[src/rtl/busport_pkg.sv]
package busport_pkg;
  localparam int unsigned PORT_W = 3;
  localparam int unsigned DATA_W = 8;
  localparam int unsigned SYNC_N = 2;

  typedef enum logic {
    ADDR_DATA = 1'b0,
    ADDR_DIR  = 1'b1
  } reg_sel_e;

  function automatic logic is_bus_mode(input logic [1:0] mode);
    return mode[1];
  endfunction
endpackage

[src/rtl/busport_sync.sv]
module busport_sync #(
  parameter int unsigned W      = 3,
  parameter int unsigned STAGES = 2
) (
  input  logic         clk_i,
  input  logic         rst_ni,
  input  logic [W-1:0] d_i,
  output logic [W-1:0] q_o
);
  logic [W-1:0] stg [STAGES];

  for (genvar s = 0; s < STAGES; s++) begin : g_stage
    if (s == 0) begin : g_first
      always_ff @(posedge clk_i or negedge rst_ni) begin
        if (!rst_ni) stg[s] <= '0;
        else         stg[s] <= d_i;
      end
    end else begin : g_next
      always_ff @(posedge clk_i or negedge rst_ni) begin
        if (!rst_ni) stg[s] <= '0;
        else         stg[s] <= stg[s-1];
      end
    end
  end

  assign q_o = stg[STAGES-1];
endmodule

[src/rtl/busport_regs.sv]
module busport_regs
  import busport_pkg::*;
#(
  parameter int unsigned PW = PORT_W,
  parameter int unsigned DW = DATA_W
) (
  input  logic          clk_i,
  input  logic          rst_ni,
  input  logic          rd_i,
  input  logic          wr_i,
  input  reg_sel_e      sel_i,
  input  logic [PW-1:0] wdata_i,
  input  logic [PW-1:0] pins_sync_i,
  output logic [DW-1:0] rdata_o,
  output logic [PW-1:0] dir_o,
  output logic [PW-1:0] lat_o
);
  logic [PW-1:0] dir_q, lat_q;
  logic [PW-1:0] rd_sel;

  always_ff @(posedge clk_i or negedge rst_ni) begin
    if (!rst_ni) begin
      dir_q <= '1;
      lat_q <= '0;
    end else if (wr_i) begin
      if (sel_i == ADDR_DIR) dir_q <= wdata_i;
      else                   lat_q <= wdata_i;
    end
  end

  // data register reads the pins, not the latch
  always_comb begin
    rd_sel = (sel_i == ADDR_DIR) ? dir_q : pins_sync_i;
    rdata_o = '0;
    if (rd_i) rdata_o[PW-1:0] = rd_sel;
  end

  assign dir_o = dir_q;
  assign lat_o = lat_q;
endmodule

[src/rtl/busport_pinmux.sv]
module busport_pinmux #(
  parameter int unsigned PW = 3
) (
  input  logic          bus_en_i,
  input  logic [PW-1:0] dir_i,
  input  logic [PW-1:0] lat_i,
  input  logic          ale_i,
  input  logic          oe_ni,
  input  logic          wr_ni,
  output logic [PW-1:0] pin_o,
  output logic [PW-1:0] pin_oe_o
);
  logic [PW-1:0] strobes;

  always_comb begin
    strobes    = '0;
    strobes[0] = ale_i;
    strobes[1] = oe_ni;
    strobes[2] = wr_ni;
  end

  assign pin_o    = bus_en_i ? strobes : lat_i;
  assign pin_oe_o = bus_en_i ? '1 : ~dir_i;
endmodule

[src/rtl/busport_gpio.sv]
module busport_gpio
  import busport_pkg::*;
(
  input  logic              clk_i,
  input  logic              rst_ni,
  input  logic [1:0]        mode_i,
  input  logic              reg_rd_i,
  input  logic              reg_wr_i,
  input  logic              reg_addr_i,
  input  logic [DATA_W-1:0] reg_wdata_i,
  output logic [DATA_W-1:0] reg_rdata_o,
  input  logic [PORT_W-1:0] pin_i,
  output logic [PORT_W-1:0] pin_o,
  output logic [PORT_W-1:0] pin_oe_o,
  input  logic              ale_i,
  input  logic              oe_ni,
  input  logic              wr_ni
);
  logic [PORT_W-1:0] pins_sync, dir, lat;
  logic              unused_in;
  reg_sel_e          sel;

  assign unused_in = ^{reg_wdata_i[DATA_W-1:PORT_W], mode_i[0]};
  assign sel       = reg_sel_e'(reg_addr_i);

  busport_sync #(.W(PORT_W), .STAGES(SYNC_N)) u_sync (
    .clk_i  (clk_i),
    .rst_ni (rst_ni),
    .d_i    (pin_i),
    .q_o    (pins_sync)
  );

  busport_regs #(.PW(PORT_W), .DW(DATA_W)) u_regs (
    .clk_i       (clk_i),
    .rst_ni      (rst_ni),
    .rd_i        (reg_rd_i),
    .wr_i        (reg_wr_i),
    .sel_i       (sel),
    .wdata_i     (reg_wdata_i[PORT_W-1:0]),
    .pins_sync_i (pins_sync),
    .rdata_o     (reg_rdata_o),
    .dir_o       (dir),
    .lat_o       (lat)
  );

  busport_pinmux #(.PW(PORT_W)) u_mux (
    .bus_en_i (is_bus_mode(mode_i)),
    .dir_i    (dir),
    .lat_i    (lat),
    .ale_i    (ale_i),
    .oe_ni    (oe_ni),
    .wr_ni    (wr_ni),
    .pin_o    (pin_o),
    .pin_oe_o (pin_oe_o)
  );
endmodule

[config.mk]
export PLATFORM = sky130hd
export DESIGN_NAME = busport_gpio
export DESIGN_NICKNAME = d
export VERILOG_FILES = /design/src/rtl/busport_pkg.sv /design/src/rtl/busport_sync.sv /design/src/rtl/busport_regs.sv /design/src/rtl/busport_pinmux.sv /design/src/rtl/busport_gpio.sv
export SDC_FILE = /design/constraint.sdc
export NUM_CORES = 1
export LEC_CHECK = 0
export BUFFER_PORTS_ARGS = -buffer_cell sky130_fd_sc_hd__buf_2
export CAP_MARGIN = 20
export CORE_MARGIN = 3
export CORE_UTILIZATION = 33
export DETAILED_ROUTE_END_ITERATION = 12
export SYNTH_ARGS = -nofsm -noshare
export SYNTH_HDL_FRONTEND = slang
export SYNTH_HIERARCHICAL = 1
export SYNTH_SLANG_ARGS = --single-unit
[constraint.sdc]
create_clock -name clk_i -period 2.85 [get_ports clk_i]
set_clock_uncertainty 0.2 [all_clocks]
set_input_delay 0.1425 -clock clk_i [delete_from_list [all_inputs] [get_ports clk_i]]
set_output_delay 0.1425 -clock clk_i [all_outputs]
set_load 0.03 [all_outputs]
==> metrics.cfg <==
[run_status]
outcome = finished, final reports clean

[final_layout]
mostFrequentLayoutCells = buf_2, dfrtp_1, dlygate4sd3_1
antenna_cells = 0
drive_above_1_share_pct = 56.34
final_cells = 87
syn_to_final_growth_pct = 32.10
final_common_cell = buf_2
n_fill_cell = 142
nNetsFinal = 93
final_cell_area_sq_um = 762.0
finalCoreUtilization_pct = 48.33

[place]
port_buffers = 23
gp_congestion = 0.6767
dp_cells = 76
placed_area_sq_um = 655.6

[clock_network]
cts_tree = yes
cts_root_buffer = clkbuf_4
cts.sinks = 12
insertion_delay_ns = 0.27
htreeDepth = 1
cts_max_path_buffers = 2
clk_pin_slew_ns = 0.08
post_cts_buffers = 0
cts_buffers = 3

[sta]
clock.fmax_ghz = 0.6468
finalCritPeriodShare_pct = 54.25
fin_setup_tns_ns = 0
drv_slew = 0
rsz0062_at_grt = false
setup_viol = 0
fin_crit_ns = 1.546
hold_viol = 0

[pwr]
peakVddDrop_uv = 404.3
p_total_mw = 0.4380
leakage_nw = 0.3858
power_density_nw_per_um2 = 574.8

[synthesis]
synth_top_area_share_pct = 39.05
synthesis.instances = 42
yosysWarnings = 6
yosys.area_share.adder_pct = 0
synth_simple_gate_area_share_pct = 9.544
synth_xor_xnor_area_share_pct = 0
synth_compound_area_share_pct = 0
synth_area_leaders = dfrtp_1, dfstp_2, mux2_2
avgSynthCellArea_sq_um = 13.73
synth_top_family_by_area = multiplexers
ys_types = 12
netlist_area_sq_um = 576.8
muxShareOfSynthArea_pct = 24.73
yosysTopAreaCell = dfrtp_1
yosysSeqAreaShare_pct = 52.71
ys_ff_latch = 12

[routing]
vias_per_cell = 4.115
antenna_left = 0
drt-initial-drc-count = 3
routed_wl_microns = 926
wl_per_cell_microns = 10.64
vias = 358
drc = 0
detail_route.first_pass.iterations = 2

[floorplanning]
io_pins = 35
initial_utilization_pct = 36.59
die_w_microns = 47.81
core_sq_um = 1577
row_count = 14
dieArea_sq_um = 2285
dieHeight_microns = 47.81

[grt]
grt_first_pass_wirelength_microns = 1331
grt_start_max_net_pins = 13
grt_pass1_vias = 317
antenna_found_initial = 0
grt-ovfl-total = 0
track_usage_pct = 9.336

[setup_path]
crit_required_ns = 2.51
endpoint_kind = output port
cp-start-kind = register
worst-setup-path-type = register to output port
worst-path-max-fanout = 3
crit_arrival_ns = 1.20

[run]
drv_cap = 0

[worst_hold_path]
hold_path.class = primary input to asynchronous set/reset pin

==> worst max-delay path: stages (launching register included) <==
cell and delay (ns):
dfstp_2 0.54, mux2i_1 0.08, nor2b_1 0.11, buf_2 0.20
==> cell families after synthesis <==
family / Yosys count
muxes: 12
DFF: 12
buffers and inverters: 9
and+or+nand+nor: 8
other: 1
==> synth_stat cells (all sizes together) <==
library cell and count:
buf 9, dfrtp 9, mux2 9, nand2b 4
dfstp 3, mux2i 3, nor2b 3, conb 1
nand2 1
==> registers in the layout, indices dropped and copies added, names as in the netlist <==
signal	cells
u_regs/dir_o	3
u_regs/lat_o	3
u_sync/q_o	3
u_sync/stg	3
==> layout make-up <==
type | instances | area [sq um] | area share (%)
well taps | 16 | 20.02 | 2.627
multi-input cells | 25 | 216.5 | 28.41
repair buffers | 30 | 185.2 | 24.30
flip-flops and latches | 12 | 304.0 | 39.90
clock buffers | 4 | 36.28 | 4.762
==> what timing repair did <==
| action | CTS | global route |
|---|---|---|
| hold endpoints to repair | 21 | 0 |
| gates resized for setup | 0 | 0 |
| hold buffers | 7 | 0 |
==> per-layer routing <==
layer	global-route usage [%]	share of wire, %	routed length [microns]
met1	11.53	43	397
met2	12.66	46	425
met3	5.639	9.6	89
met4	4.839	1.5	14
met5	0	0	0
==> through the flow <==
step                      hold WS, ns  setup slack (ns)
after floorplan               -0.3531             1.491
after global placement        -0.1716             1.606
after detailed placement      -0.1729             1.588
after CTS                     0.05149             1.278
after global routing          0.05823             1.240
final                         0.06063             1.304
==> power by group <==
group / switching (mW) / internal [mW]
Sequential: 0.00826 / 0.192
Clock: 0.0524 / 0.0776
Combinational: 0.0606 / 0.0474
==> worst paths after layout <==
check	startpoint	to	slack, ns	depth (start not counted)
min in group clk_i	reg_wr_i	u_regs/lat_o[1]	0.06	3
max in group asynchronous	rst_ni	u_regs/dir_o[0]	2.11	2
hold / removal	rst_ni	u_regs/lat_o[0]	0.06	2
setup reg to reg	u_regs/lat_o[1]	u_regs/lat_o[1]	1.91	1
setup / recovery	u_regs/dir_o[1]	reg_rdata_o[1]	1.30	3
hold reg to reg	u_sync/stg[4]	u_sync/q_o[1]	0.15	0
(Power assumes the default switching activity.)
